**src/rtl/sector_pkg.sv**
```systemverilog
// Shared types and constants of the storage card sector writer.
// Assumes an 8-bit task-file layout inside a 16-bit data bus.
package sector_pkg;

    // Phases of one register cycle on the card bus
    typedef enum logic [1:0] {
        PH_IDLE,
        PH_SETUP,
        PH_STROBE,
        PH_RECOV
    } bus_phase_t;

    // Sector sequencer states
    typedef enum logic [3:0] {
        S_IDLE,
        S_POLL_PRE,
        S_SET_COUNT,
        S_SET_LBA0,
        S_SET_LBA1,
        S_SET_LBA2,
        S_SET_DEVHEAD,
        S_ISSUE,
        S_POLL_DRQ,
        S_TAKE_WORD,
        S_PUT_WORD,
        S_FAULT
    } seq_state_t;

    localparam int LBA_BITS = 28;

    // Register offsets decoded by the card
    localparam logic [2:0] OFS_DATA    = 3'd0;
    localparam logic [2:0] OFS_COUNT   = 3'd2;
    localparam logic [2:0] OFS_LBA0    = 3'd3;
    localparam logic [2:0] OFS_LBA1    = 3'd4;
    localparam logic [2:0] OFS_LBA2    = 3'd5;
    localparam logic [2:0] OFS_DEVHEAD = 3'd6;
    localparam logic [2:0] OFS_CMDSTAT = 3'd7;

    localparam logic [7:0] CMD_WRITE_SECTOR = 8'h30;
    localparam logic [7:0] DEVHEAD_LBA_MODE = 8'hE0;

    // Status bit positions
    localparam int ST_BUSY = 7;
    localparam int ST_DREQ = 3;
    localparam int ST_ERR  = 0;

endpackage

```
**src/rtl/ata_bus_cycle.sv**
```systemverilog
// Runs one card register cycle per request: address setup, strobe low,
// recovery with address held. Phase lengths are run-time cycle counts,
// where a value of zero is stretched to one cycle. A request is taken
// only while idle; ack is high in the last recovery cycle. Read data is
// captured at the last strobe cycle. Assumes timing inputs stay stable
// during a cycle.
module ata_bus_cycle
    import sector_pkg::*;
#(
    parameter int DW = 16,
    parameter int AW = 3,
    parameter int TW = 4
) (
    input  logic          clk,
    input  logic          rst_n,
    input  logic          req,
    input  logic          we,
    input  logic [AW-1:0] addr_i,
    input  logic [DW-1:0] wdata_i,
    input  logic [TW-1:0] t_setup,
    input  logic [TW-1:0] t_pulse,
    input  logic [TW-1:0] t_recov,
    output logic          ack,
    output logic [DW-1:0] rdata,
    output logic [AW-1:0] bus_addr,
    output logic          bus_cs_n,
    output logic          bus_rd_n,
    output logic          bus_wr_n,
    output logic [DW-1:0] bus_dout,
    output logic          bus_oe,
    input  logic [DW-1:0] bus_din
);

    bus_phase_t    phase;
    logic [TW-1:0] cnt;
    logic          we_q;
    logic [AW-1:0] addr_q;
    logic [DW-1:0] wdata_q;

    function automatic logic [TW-1:0] at_least_one(input logic [TW-1:0] t);
        return (t == '0) ? TW'(1) : t;
    endfunction

    // Phase sequencing, request capture and read data capture
    always_ff @(posedge clk) begin
        if (!rst_n) begin
            phase   <= PH_IDLE;
            cnt     <= '0;
            we_q    <= 1'b0;
            addr_q  <= '0;
            wdata_q <= '0;
            rdata   <= '0;
        end else begin
            unique case (phase)
                PH_IDLE: begin
                    if (req) begin
                        phase   <= PH_SETUP;
                        cnt     <= at_least_one(t_setup);
                        we_q    <= we;
                        addr_q  <= addr_i;
                        wdata_q <= wdata_i;
                    end
                end
                PH_SETUP: begin
                    if (cnt == TW'(1)) begin
                        phase <= PH_STROBE;
                        cnt   <= at_least_one(t_pulse);
                    end else begin
                        cnt <= cnt - TW'(1);
                    end
                end
                PH_STROBE: begin
                    if (cnt == TW'(1)) begin
                        phase <= PH_RECOV;
                        cnt   <= at_least_one(t_recov);
                        if (!we_q) rdata <= bus_din;
                    end else begin
                        cnt <= cnt - TW'(1);
                    end
                end
                PH_RECOV: begin
                    if (cnt == TW'(1)) phase <= PH_IDLE;
                    else               cnt   <= cnt - TW'(1);
                end
                default: phase <= PH_IDLE;
            endcase
        end
    end

    // Bus pin decode from the registered phase
    always_comb begin
        ack      = (phase == PH_RECOV) && (cnt == TW'(1));
        bus_addr = addr_q;
        bus_dout = wdata_q;
        bus_cs_n = (phase == PH_IDLE);
        bus_rd_n = !((phase == PH_STROBE) && !we_q);
        bus_wr_n = !((phase == PH_STROBE) && we_q);
        bus_oe   = we_q && (phase != PH_IDLE);
    end

    a_r6_addr_held: assert property (@(posedge clk) disable iff (!rst_n)
        (!bus_cs_n && $past(!bus_cs_n)) |-> $stable(bus_addr));
    a_r6_strobe_inside_select: assert property (@(posedge clk) disable iff (!rst_n)
        ($fell(bus_rd_n) || $fell(bus_wr_n)) |-> $past(!bus_cs_n));
    a_r6_one_strobe: assert property (@(posedge clk) disable iff (!rst_n)
        !(!bus_rd_n && !bus_wr_n));
    a_r11_drive_on_write: assert property (@(posedge clk) disable iff (!rst_n)
        !bus_wr_n |-> bus_oe);
    a_r11_release_on_read: assert property (@(posedge clk) disable iff (!rst_n)
        !bus_rd_n |-> !bus_oe);

endmodule

```
**src/rtl/poll_watchdog.sv**
```systemverilog
// Counts consecutive cycles in which a polling phase is active and flags
// expiry on the LIMIT-th such cycle. Any inactive cycle clears the count.
module poll_watchdog #(
    parameter int LIMIT = 4096
) (
    input  logic clk,
    input  logic rst_n,
    input  logic active,
    output logic expired
);

    localparam int CW = $clog2(LIMIT + 1);

    logic [CW-1:0] cnt;

    // Saturating count of active cycles
    always_ff @(posedge clk) begin
        if (!rst_n || !active)          cnt <= '0;
        else if (cnt != CW'(LIMIT - 1)) cnt <= cnt + CW'(1);
    end

    // Expiry decode
    always_comb expired = active && (cnt == CW'(LIMIT - 1));

endmodule

```
**src/rtl/cf_sector_writer.sv**
```systemverilog
// Sector write sequencer for an ATA-style card in True IDE PIO mode.
// It polls status until the card is idle, loads count, address and
// device/head registers, issues the write command, polls for a data
// request and then writes WORDS stream words. A status error or a poll
// timeout faults the sequencer until reset. Assumes DW >= 8 and that
// the timing inputs are held stable while busy.
module cf_sector_writer
    import sector_pkg::*;
#(
    parameter int DW      = 16,
    parameter int WORDS   = 256,
    parameter int TIMEOUT = 4096,
    parameter int TW      = 4
) (
    input  logic                clk,
    input  logic                rst_n,
    input  logic                start,
    input  logic [LBA_BITS-1:0] lba,
    input  logic [TW-1:0]       t_setup,
    input  logic [TW-1:0]       t_pulse,
    input  logic [TW-1:0]       t_recov,
    input  logic                s_valid,
    input  logic [DW-1:0]       s_data,
    output logic                s_ready,
    output logic                busy,
    output logic                done,
    output logic                error,
    output logic [2:0]          ata_addr,
    output logic                ata_cs_n,
    output logic                ata_rd_n,
    output logic                ata_wr_n,
    output logic [DW-1:0]       ata_dout,
    output logic                ata_oe,
    input  logic [DW-1:0]       ata_din
);

    localparam int CW = $clog2(WORDS + 1);

    seq_state_t          state;
    logic [LBA_BITS-1:0] lba_q;
    logic [CW-1:0]       word_cnt;
    logic [DW-1:0]       word_q;

    logic          cyc_req;
    logic          cyc_we;
    logic [2:0]    cyc_addr;
    logic [DW-1:0] cyc_wdata;
    logic          cyc_ack;
    logic [DW-1:0] cyc_rdata;
    logic [7:0]    status;
    logic          polling;
    logic          wd_expired;
    logic          last_word;
    logic          unused_hi;

    ata_bus_cycle #(.DW(DW), .AW(3), .TW(TW)) u_cycle (
        .clk      (clk),
        .rst_n    (rst_n),
        .req      (cyc_req),
        .we       (cyc_we),
        .addr_i   (cyc_addr),
        .wdata_i  (cyc_wdata),
        .t_setup  (t_setup),
        .t_pulse  (t_pulse),
        .t_recov  (t_recov),
        .ack      (cyc_ack),
        .rdata    (cyc_rdata),
        .bus_addr (ata_addr),
        .bus_cs_n (ata_cs_n),
        .bus_rd_n (ata_rd_n),
        .bus_wr_n (ata_wr_n),
        .bus_dout (ata_dout),
        .bus_oe   (ata_oe),
        .bus_din  (ata_din)
    );

    poll_watchdog #(.LIMIT(TIMEOUT)) u_watchdog (
        .clk     (clk),
        .rst_n   (rst_n),
        .active  (polling),
        .expired (wd_expired)
    );

    // Status byte view and helper decodes
    always_comb begin
        status    = cyc_rdata[7:0];
        unused_hi = ^cyc_rdata[DW-1:8];
        polling   = (state == S_POLL_PRE) || (state == S_POLL_DRQ);
        last_word = (word_cnt == CW'(WORDS - 1));
    end

    // Bus request selection per state
    always_comb begin
        cyc_req   = 1'b0;
        cyc_we    = 1'b0;
        cyc_addr  = OFS_CMDSTAT;
        cyc_wdata = '0;
        unique case (state)
            S_POLL_PRE, S_POLL_DRQ: cyc_req = 1'b1;
            S_SET_COUNT: begin
                cyc_req = 1'b1; cyc_we = 1'b1; cyc_addr = OFS_COUNT;
                cyc_wdata = DW'(8'd1);
            end
            S_SET_LBA0: begin
                cyc_req = 1'b1; cyc_we = 1'b1; cyc_addr = OFS_LBA0;
                cyc_wdata = DW'(lba_q[7:0]);
            end
            S_SET_LBA1: begin
                cyc_req = 1'b1; cyc_we = 1'b1; cyc_addr = OFS_LBA1;
                cyc_wdata = DW'(lba_q[15:8]);
            end
            S_SET_LBA2: begin
                cyc_req = 1'b1; cyc_we = 1'b1; cyc_addr = OFS_LBA2;
                cyc_wdata = DW'(lba_q[23:16]);
            end
            S_SET_DEVHEAD: begin
                cyc_req = 1'b1; cyc_we = 1'b1; cyc_addr = OFS_DEVHEAD;
                cyc_wdata = DW'(DEVHEAD_LBA_MODE | {4'h0, lba_q[27:24]});
            end
            S_ISSUE: begin
                cyc_req = 1'b1; cyc_we = 1'b1; cyc_addr = OFS_CMDSTAT;
                cyc_wdata = DW'(CMD_WRITE_SECTOR);
            end
            S_PUT_WORD: begin
                cyc_req = 1'b1; cyc_we = 1'b1; cyc_addr = OFS_DATA;
                cyc_wdata = word_q;
            end
            default: ;
        endcase
    end

    // Sector sequencing
    always_ff @(posedge clk) begin
        if (!rst_n) begin
            state    <= S_IDLE;
            lba_q    <= '0;
            word_cnt <= '0;
            word_q   <= '0;
        end else begin
            unique case (state)
                S_IDLE: begin
                    if (start) begin
                        lba_q    <= lba;
                        word_cnt <= '0;
                        state    <= S_POLL_PRE;
                    end
                end
                S_POLL_PRE: begin
                    if (wd_expired) state <= S_FAULT;
                    else if (cyc_ack && !status[ST_BUSY]) begin
                        if (status[ST_ERR])        state <= S_FAULT;
                        else if (!status[ST_DREQ]) state <= S_SET_COUNT;
                    end
                end
                S_SET_COUNT:   if (cyc_ack) state <= S_SET_LBA0;
                S_SET_LBA0:    if (cyc_ack) state <= S_SET_LBA1;
                S_SET_LBA1:    if (cyc_ack) state <= S_SET_LBA2;
                S_SET_LBA2:    if (cyc_ack) state <= S_SET_DEVHEAD;
                S_SET_DEVHEAD: if (cyc_ack) state <= S_ISSUE;
                S_ISSUE:       if (cyc_ack) state <= S_POLL_DRQ;
                S_POLL_DRQ: begin
                    if (wd_expired) state <= S_FAULT;
                    else if (cyc_ack && !status[ST_BUSY]) begin
                        if (status[ST_ERR])       state <= S_FAULT;
                        else if (status[ST_DREQ]) state <= S_TAKE_WORD;
                    end
                end
                S_TAKE_WORD: begin
                    if (s_valid) begin
                        word_q <= s_data;
                        state  <= S_PUT_WORD;
                    end
                end
                S_PUT_WORD: begin
                    if (cyc_ack) begin
                        word_cnt <= word_cnt + CW'(1);
                        state    <= last_word ? S_IDLE : S_TAKE_WORD;
                    end
                end
                S_FAULT: state <= S_FAULT;
                default: state <= S_FAULT;
            endcase
        end
    end

    // Handshake and status outputs
    always_comb begin
        s_ready = (state == S_TAKE_WORD);
        busy    = (state != S_IDLE) && (state != S_FAULT);
        error   = (state == S_FAULT);
        done    = (state == S_PUT_WORD) && cyc_ack && last_word;
    end

    a_r7_fault_sticky: assert property (@(posedge clk) disable iff (!rst_n)
        error |=> error);
    a_r7_quiet_after_fault: assert property (@(posedge clk) disable iff (!rst_n)
        (error && ata_cs_n) |=> ata_cs_n);
    a_r8_timeout_faults: assert property (@(posedge clk) disable iff (!rst_n)
        wd_expired |=> error);
    a_r9_done_single: assert property (@(posedge clk) disable iff (!rst_n)
        done |=> (!done && !busy));
    a_r5_ready_bus_quiet: assert property (@(posedge clk) disable iff (!rst_n)
        s_ready |-> ata_cs_n);

endmodule

```
**config.mk**
```make
export PLATFORM = sky130hd
export DESIGN_NAME = cf_sector_writer
export DESIGN_NICKNAME = d
export VERILOG_FILES = /design/src/rtl/sector_pkg.sv /design/src/rtl/ata_bus_cycle.sv /design/src/rtl/poll_watchdog.sv /design/src/rtl/cf_sector_writer.sv
export SDC_FILE = /design/constraint.sdc
export NUM_CORES = 1
export LEC_CHECK = 0
export ABC_AREA = 1
export ABC_CLOCK_PERIOD_IN_PS = 5870
export BUFFER_PORTS_ARGS = -buffer_cell sky130_fd_sc_hd__buf_4
export CAP_MARGIN = 0
export CORE_AREA = 2 2 107 109
export CTS_CLUSTER_SIZE = 10
export DETAILED_ROUTE_END_ITERATION = 16
export DIE_AREA = 0 0 109 111
export GPL_ROUTABILITY_DRIVEN = 0
export HOLD_SLACK_MARGIN = 0.06
export PLACE_DENSITY = 0.72
export SLEW_MARGIN = 25
export SYNTH_ARGS = -nofsm -noshare
export SYNTH_HDL_FRONTEND = slang
export SYNTH_HIERARCHICAL = 1
export SYNTH_SLANG_ARGS = --single-unit
```
**constraint.sdc**
```tcl
create_clock -name clk -period 5.87 [get_ports clk]
set_clock_uncertainty 0.15 [all_clocks]
set_input_delay 0.2935 -clock clk [delete_from_list [all_inputs] [get_ports clk]]
set_output_delay 0.2935 -clock clk [all_outputs]
set_load 0.05 [all_outputs]
```
# After elaboration in Yosys (flattened, before gate mapping)
# Cells that the tools add are included.
# Widths: inputs -> output; s select.
[op_classes]
n_addsub = 3
eq_ne = 37
n_mux = 39
bitwise_logic = 1
reduce_logical = 35
[ops]
columns = ["op", "n"]
rows = [
  ["$pmux 16 s7", 1],
  ["$mux 4", 25],
  ["$pmux 4 s11", 1],
  ["$ne 2x2->1 const B", 10],
  ["$mux 9", 2],
  ["$pmux 3 s6", 1],
  ["$pmux 9 s2", 1],
  ["$eq 4x3->1 const B", 4],
  ["$eq 4x4->1 const B", 4],
  ["$logic_not 4->1", 4],
  ["$pmux 4 s4", 1],
  ["$add 13x1->13 const B", 1],
  ["$eq 13x12->1 const B", 1],
  ["$ne 13x12->1 const B", 1],
  ["$reduce_and 13->1", 1],
  ["$add 9x1->9 const B", 1],
  ["$eq 9x8->1 const B", 1],
  ["$logic_and 1x1->1", 9],
  ["$reduce_or 9->1", 1],
  ["$eq 4x1->1 const B", 2],
  ["$eq 4x2->1 const B", 2],
  ["$mux 2", 4],
  ["$ne 2x1->1 const B", 4],
  ["$pmux 2 s4", 1],
  ["other kinds (18)", 32],
]
[word_totals]
reg_bits = 104
inputBits = 76
word_cells = 126

# Logic depth before layout (Yosys ltp)
# Gate-level depths: netlist of the first run.
[logic_depth]
word_depth = 6
depth_mapped = 12
mapped_depth_nobuf = 12

# Modules after synthesis
# Netlist of the first run, hierarchy kept.
[by_module_without_submodules]
columns = ["module", "instances", "cells_per_inst", "area_per_inst_um2", "seq_area_each_um2"]
rows = [
  ["cf_sector_writer", 1, 387, 2790.2, 1141.1],
  ["ata_bus_cycle", 1, 256, 1846.8, 840.8],
  ["poll_watchdog", 1, 96, 686.9, 260.2],
]

# Worst setup path before layout of the first run
# No wires, ideal clock.
[synth_path]
kind = "reg-to-output"
start = "reg word_cnt[0]"
end = "out done"
t_arrival_ns = 1.724
t_required_ns = 5.427
setup_slack_ns = 3.702
stages_incl_launch_ff = 9
path_buffers = 0
path_cell_list = "dfxtp_1 > ha_1 > nand2_1 > inv_1 > nand3_1 > nor3_1 > ha_1 > inv_1 > nor2_1"
[synth_between]
elab_chain_len = 2
[synth_lines]
columns = ["element", "line_no", "text"]
rows = [
  ["from (decl)", "cf_sector_writer.sv:41", "logic [CW-1:0] word_cnt;"],
  ["from (signal assigned)", "cf_sector_writer.sv:176", "word_cnt <= word_cnt + CW'(1);"],
  ["$eq 9x8->1", "cf_sector_writer.sv:89", "last_word = (word_cnt == CW'(WORDS - 1));"],
  ["$logic_and 1x1->1", "cf_sector_writer.sv:191", "done = (state == S_PUT_WORD) && cyc_ack && last_word;"],
  ["to (decl)", "cf_sector_writer.sv:26", "output logic done,"],
]
# Every way passes these cells.

# Worst setup path after layout of the first run
[layout_path]
start = "reg state[1]"
end = "reg u_cycle.wdata_q[11] (netlist: u_cycle/bus_dout[11])"
[layout_between]
elab_chain_len = 4
[layout_lines]
columns = ["element", "line_no", "text"]
rows = [
  ["from (decl)", "cf_sector_writer.sv:39", "seq_state_t state;"],
  ["from (signal assigned)", "cf_sector_writer.sv:177", "state <= last_word ? S_IDLE : S_TAKE_WORD;"],
  ["$eq 4x1->1, or another cell as far along", "cf_sector_writer.sv:98", "unique case (state)"],
  ["$reduce_or 9->1 (no line) (*)", "-", ""],
  ["$mux 1 (*)", "cf_sector_writer.sv:98", ""],
  ["named net cyc_req", "cf_sector_writer.sv:44", "logic cyc_req;"],
  ["$reduce_and 2->1 (no line) (*)", "-", ""],
  ["to (signal assigned)", "ata_bus_cycle.sv:61", "wdata_q <= wdata_i;"],
  ["to (decl)", "ata_bus_cycle.sv:38", "logic [DW-1:0] wdata_q;"],
]
# The timed path passes the listed nets; every way through them passes the cells marked *.
# A chain may end at the register's enable or synchronous reset.

==> impl_metrics.json, run 1 <==
{
  "hpwl_mm": 8.50,
  "drive_above_1_share_pct": 19.2,
  "die_h_um": 111,
  "cp-start-kind": "register",
  "p_leak_nw": 2.57,
  "post_cts_buffers": 0,
  "grt_setup_unrepaired": "false",
  "fin_ws_ps": 3010,
  "port_buffers": 89,
  "antenna_found_initial": 0,
  "tightest_slew_ps": 698,
  "startpoint": "state[1]$_SDFFE_PN0P_",
  "hp-class": "input port to register",
  "final_cell_mix": "nand2_1 (111), dfxtp_1 (99), nor2_1 (98), buf_4 (89), inv_1 (79)",
  "clock_sinks": 99,
  "drt_wl_total_mm": 11.5,
  "drt-pass1-iter-count": 4,
  "min_period_ps": 2860,
  "hold_violations": 0,
  "maxCapViolCount": 0,
  "core_um2": 11100,
  "nets": 850,
  "insertion_delay_ps": 350,
  "min-delay-start": "s_data[12]",
  "end_kind": "register",
  "critical_path_class": "register to register",
  "clockRootBuffer": "clkbuf_16",
  "cpMostUsedCell": "nor2_1",
  "ir_worst_vdd_v": 0.000237,
  "status": "finished clean",
  "worstReg2RegStart": "state[1]$_SDFFE_PN0P_",
  "fmax_ghz": 0.349,
  "fillers": 1069,
  "worst-path-max-fanout": 22,
  "place_ws_ps": 2970,
  "layout_commonest_cell": "nand2_1",
  "drcViolationCount": 0,
  "fin_tns_setup_ps": 0,
  "num_antenna_cells": 0,
  "cts-htree-levels": 3,
  "period_share_pct": 48.8,
  "syn_area_um2": 4900,
  "cts_tree": "yes",
  "grt_max_degree": 68,
  "yosysWarnings": 6,
  "io_pins": 103,
  "overflow": 0,
  "grt_pass1_wl_mm": 19.3,
  "syn_inst": 687,
  "place_area_um2": 5590,
  "cp.arrival_ps": 2950,
  "syn_nets": 772,
  "wire_per_inst_um": 12.6,
  "finalInstanceArea_um2": 5950,
  "cp_cell_sequence": "nor2_1, nand2_1, nand4_1, nand2_1, clkinv_1, nor2_1, nor2_1",
  "placed_cells": 893,
  "critical_path.slowest_cell": "clkinv_1",
  "cts_buffer_depth": 2,
  "syn_avg_cell_area_um2": 7.13,
  "ant_nets": 0,
  "vias": 4617,
  "grt.total_usage_pct": 19.9,
  "slew_viol_final": 0,
  "vias_per_cell": 5.06,
  "initial_utilization_pct": 44.2,
  "grt_pass1_vias": 4388,
  "slowest_delay_ps": 670,
  "clkTransAtPathRegs_ps": 70,
  "numCtsBuffers": 9,
  "p_per_area_nw_per_um2": 438,
  "drtIter0Drc": 243,
  "max_slew_margin_pct": 53.3,
  "die-width_um": 109,
  "syn_to_final_growth_pct": 21.4,
  "finalSetupViolCount": 0,
  "required_ps": 5960,
  "rows": 39,
  "final_cells": 913,
  "die_area_um2": 12100
}
[critical path: cells and delay by family (launching register included)]
kind	cells	cell delay, ps
simple gates	6	1370
buf+inv	1	670
flops	1	560
[power breakdown]
group	switching, mW	internal (mW)	leakage (nW)	total (mW)
Clock	0.280	0.343	0.158	0.623
Sequential	0.0751	0.803	0.809	0.878
Combinational	0.757	0.347	1.60	1.10
[stage by stage]
| stage | power (mW) | hold slack, ps | utilization, % |
|---|---|---|---|
| final | 2.60 | 70.6 | 53.7 |
| after global routing | 2.79 | 74.9 | 53.7 |
| after CTS | 2.62 | 65.6 | 53.7 |
| after detailed placement | 2.00 | 293 | 50.5 |
| after global placement | 1.96 | 287 | 50.5 |
| after floorplan | 1.73 | 275 | - |
[sequential cells by signal (all words and copies together) (netlist names), 2 cells and up]
signal and cells:
state 4, u_watchdog/cnt 13, word_cnt 9, lba_q 28, u_cycle/phase 2, u_cycle/cnt 4, word_q 16, u_cycle/bus_dout 16
u_cycle/bus_addr 3, u_cycle/rdata 3
[final timing paths]
path	endpoint	slack, ps	depth (start not counted)
setup / recovery	u_cycle/bus_dout[11]$_SDFFE_PN0P_	3010	7
hold reg to reg	lba_q[27]$_SDFFE_PN0P_	300	2
hold / removal	word_q[12]$_SDFFE_PN0P_	70	3
setup reg to reg	u_cycle/bus_dout[11]$_SDFFE_PN0P_	3010	7
[final cells by class]
type / instances / area [µm²] / share of cell area (%)
Inverter: 88 / 333 / 5.59
Tap cell: 143 / 179 / 3.01
Clock buffer: 9 / 225 / 3.79
Clock inverter: 7 / 93.8 / 1.58
Timing Repair Buffer: 93 / 708 / 11.9
Sequential cell: 99 / 1980 / 33.3
Multi-Input combinational cell: 474 / 2430 / 40.8
[metal layers]
layer / routed length [µm] / global-route usage [%] / up-vias
met3: 459 / 4.17 / 16
met1: 5240 / 24.6 / 2118
li1: - / - / 2390
met2: 5680 / 33.8 / 93
met5: 0 / 0 / -
met4: 166 / 6.75 / 0
[repair_timing]
action,4_1_cts,5_1_grt
endpoints found under the hold margin,4,0
hold buffers,4,0
resized for setup,0,0
Note: power is estimated with default switching activity, not from simulation.
==> inputs of run 2 (changes only) <==
--- a/config.mk
+++ b/config.mk
@@ -6,7 +6,7 @@
 export NUM_CORES = 1
 export LEC_CHECK = 0
 export ABC_AREA = 1
-export ABC_CLOCK_PERIOD_IN_PS = 5870
+export ABC_CLOCK_PERIOD_IN_PS = 2310
 export BUFFER_PORTS_ARGS = -buffer_cell sky130_fd_sc_hd__buf_4
 export CAP_MARGIN = 0
 export CORE_AREA = 2 2 107 109
@@ -15,7 +15,7 @@
 export DIE_AREA = 0 0 109 111
 export GPL_ROUTABILITY_DRIVEN = 0
 export HOLD_SLACK_MARGIN = 0.06
-export PLACE_DENSITY = 0.72
+export PLACE_DENSITY = 0.75
 export SLEW_MARGIN = 25
 export SYNTH_ARGS = -nofsm -noshare
 export SYNTH_HDL_FRONTEND = slang
==> constraint.sdc (replaced) <==
create_clock -name clk -period 2.31 [get_ports clk]
set_clock_uncertainty 0.15 [all_clocks]
set_input_delay 0.1155 -clock clk [delete_from_list [all_inputs] [get_ports clk]]
set_output_delay 0.1155 -clock clk [all_outputs]
set_load 0.05 [all_outputs]
==> impl_metrics.json, run 2 (synthesis results as in run 1) <==
{
  "status": "finished clean",
  "initial_utilization_pct": 44.2,
  "cts-htree-levels": 3,
  "max_slew_margin_pct": 72.3,
  "p_per_area_nw_per_um2": 993,
  "grt_pass1_vias": 4675,
  "syn_to_final_growth_pct": 36.1,
  "worstReg2RegStart": "state[2]$_SDFFE_PN0P_",
  "cp.arrival_ps": 2260,
  "core_um2": 11100,
  "critical_path.slowest_cell": "dlygate4sd3_1",
  "tightest_slew_ps": 415,
  "grt_pass1_wl_mm": 21.2,
  "grt_max_degree": 46,
  "period_share_pct": 94.7,
  "layout_commonest_cell": "nand2_1",
  "overflow": 0,
  "numCtsBuffers": 9,
  "port_buffers": 89,
  "hp-class": "input port to register",
  "fmax_ghz": 0.457,
  "die-width_um": 109,
  "cts_buffer_depth": 2,
  "clock_sinks": 99,
  "cp-start-kind": "register",
  "cts_tree": "yes",
  "drive_above_1_share_pct": 18.9,
  "drt_wl_total_mm": 12.6,
  "grt_setup_unrepaired": "true",
  "num_antenna_cells": 0,
  "largest_register_ffs": 28,
  "drcViolationCount": 0,
  "insertion_delay_ps": 340,
  "post-route-util_pct": 60.2,
  "final_cell_mix": "nand2_1 (111), dfxtp_1 (99), buf_4 (98), nor2_1 (97), inv_1 (79)",
  "maxCapViolCount": 0,
  "ant_nets": 0,
  "required_ps": 2390,
  "vias": 4884,
  "ir_worst_vdd_v": 0.000581,
  "path_buf_inv": 2,
  "drtIter0Drc": 227,
  "startpoint": "state[2]$_SDFFE_PN0P_",
  "io_pins": 103,
  "fin_ws_ps": 124,
  "wire_per_inst_um": 12.7,
  "min_period_ps": 2190,
  "total_power_mw": 6.62,
  "finalSetupViolCount": 0,
  "min-delay-start": "start",
  "end_kind": "register",
  "clockRootBuffer": "clkbuf_16",
  "cp_cell_sequence": "inv_2, nand2_4, nor3_4, nand2_4, o21ai_1, dlygate4sd3_1, a21oi_1",
  "fillers": 988,
  "nets": 926,
  "cpMostUsedCell": "nand2_4",
  "antenna_found_initial": 0,
  "die_h_um": 111,
  "slew_viol_final": 0,
  "place_ws_ps": 307,
  "grt.total_usage_pct": 21.7,
  "hold_violations": 0,
  "p_leak_nw": 2.85,
  "slowest_delay_ps": 570,
  "rows": 39,
  "critical_path_class": "register to register",
  "drt-pass1-iter-count": 5,
  "vias_per_cell": 4.94,
  "critPathTopFamily": "buffers and inverters",
  "largest-register": "lba_q",
  "hpwl_mm": 8.35,
  "worst-path-max-fanout": 26,
  "clkTransAtPathRegs_ps": 70,
  "die_area_um2": 12100
}
-- run 2: cell count changes in the layout (fill, tap and decap cells not counted), sizes merged --
cell	before	now
clkinvlp	0	2
dlygate4sd3	4	69
inv	90	89
bufinv	1	0
clkbuf	9	10
clkinv	4	3
buf	89	100
-- run 2: metal layers --
| layer | GRT usage [%] | wire (µm) |
|---|---|---|
| met5 | 0 | 0 |
| met4 | 6.32 | 220 |
| met3 | 4.59 | 610 |
| met2 | 36.4 | 6210 |
| met1 | 27.7 | 5530 |
-- run 2: worst paths after layout --
| check | to | slack (ps) | depth (start not counted) |
|---|---|---|---|
| max | word_q[12]$_SDFFE_PN0P_ | 120 | 7 |
| min | lba_q[4]$_SDFFE_PN0P_ | 110 | 4 |
| max reg2reg | word_q[12]$_SDFFE_PN0P_ | 120 | 7 |
| min reg2reg | lba_q[2]$_SDFFE_PN0P_ | 300 | 2 |
-- run 2: cell type report --
cell class,count,area (µm²),area share (%)
multi-input cells,474,2440,36.6
repair buffers,169,1460,21.9
clock inverters,6,48.8,0.732
inverters,88,333,4.99
well taps,143,179,2.68
flip-flops and latches,99,1980,29.7
clock buffers,10,229,3.43
-- run 2: stage by stage --
| stage | hold slack [ps] | cells | instance area, µm² | setup TNS [ps] |
|---|---|---|---|---|
| 4_1_cts | 97.9 | 988 | 6650 | 0 |
| 3_5_place_dp | 201 | 903 | 5680 | 0 |
| 2_1_floorplan | 99.1 | 687 | 4900 | 0 |
| 6_report | 106 | 989 | 6670 | 0 |
| 3_3_place_gp | 192 | 903 | 5680 | 0 |
| 5_1_grt | 121 | 989 | 6670 | -55.6 |
-- run 2: worst register-to-register path: stages, from the launching register on --
cell and delay (ps):
dfxtp_1 350, inv_2 170, nand2_4 100, nor3_4 290, nand2_4 220, o21ai_1 180, dlygate4sd3_1 570, a21oi_1 40
-- run 2: what timing repair did --
action	CTS	global route
endpoints found under the hold margin	63	0
setup buffers	0	1
endpoints found under the setup margin	1	3
gates resized for setup	1	3
pin swaps	0	1
hold buffers	69	0
-- run 2: where the power goes --
group | leakage [nW] | switching (mW) | internal, mW | total, mW
logic | 1.91 | 1.95 | 1.04 | 2.99
clock network | 0.131 | 0.658 | 0.742 | 1.40
registers | 0.809 | 0.191 | 2.04 | 2.23
total | 2.85 | 2.80 | 3.82 | 6.62
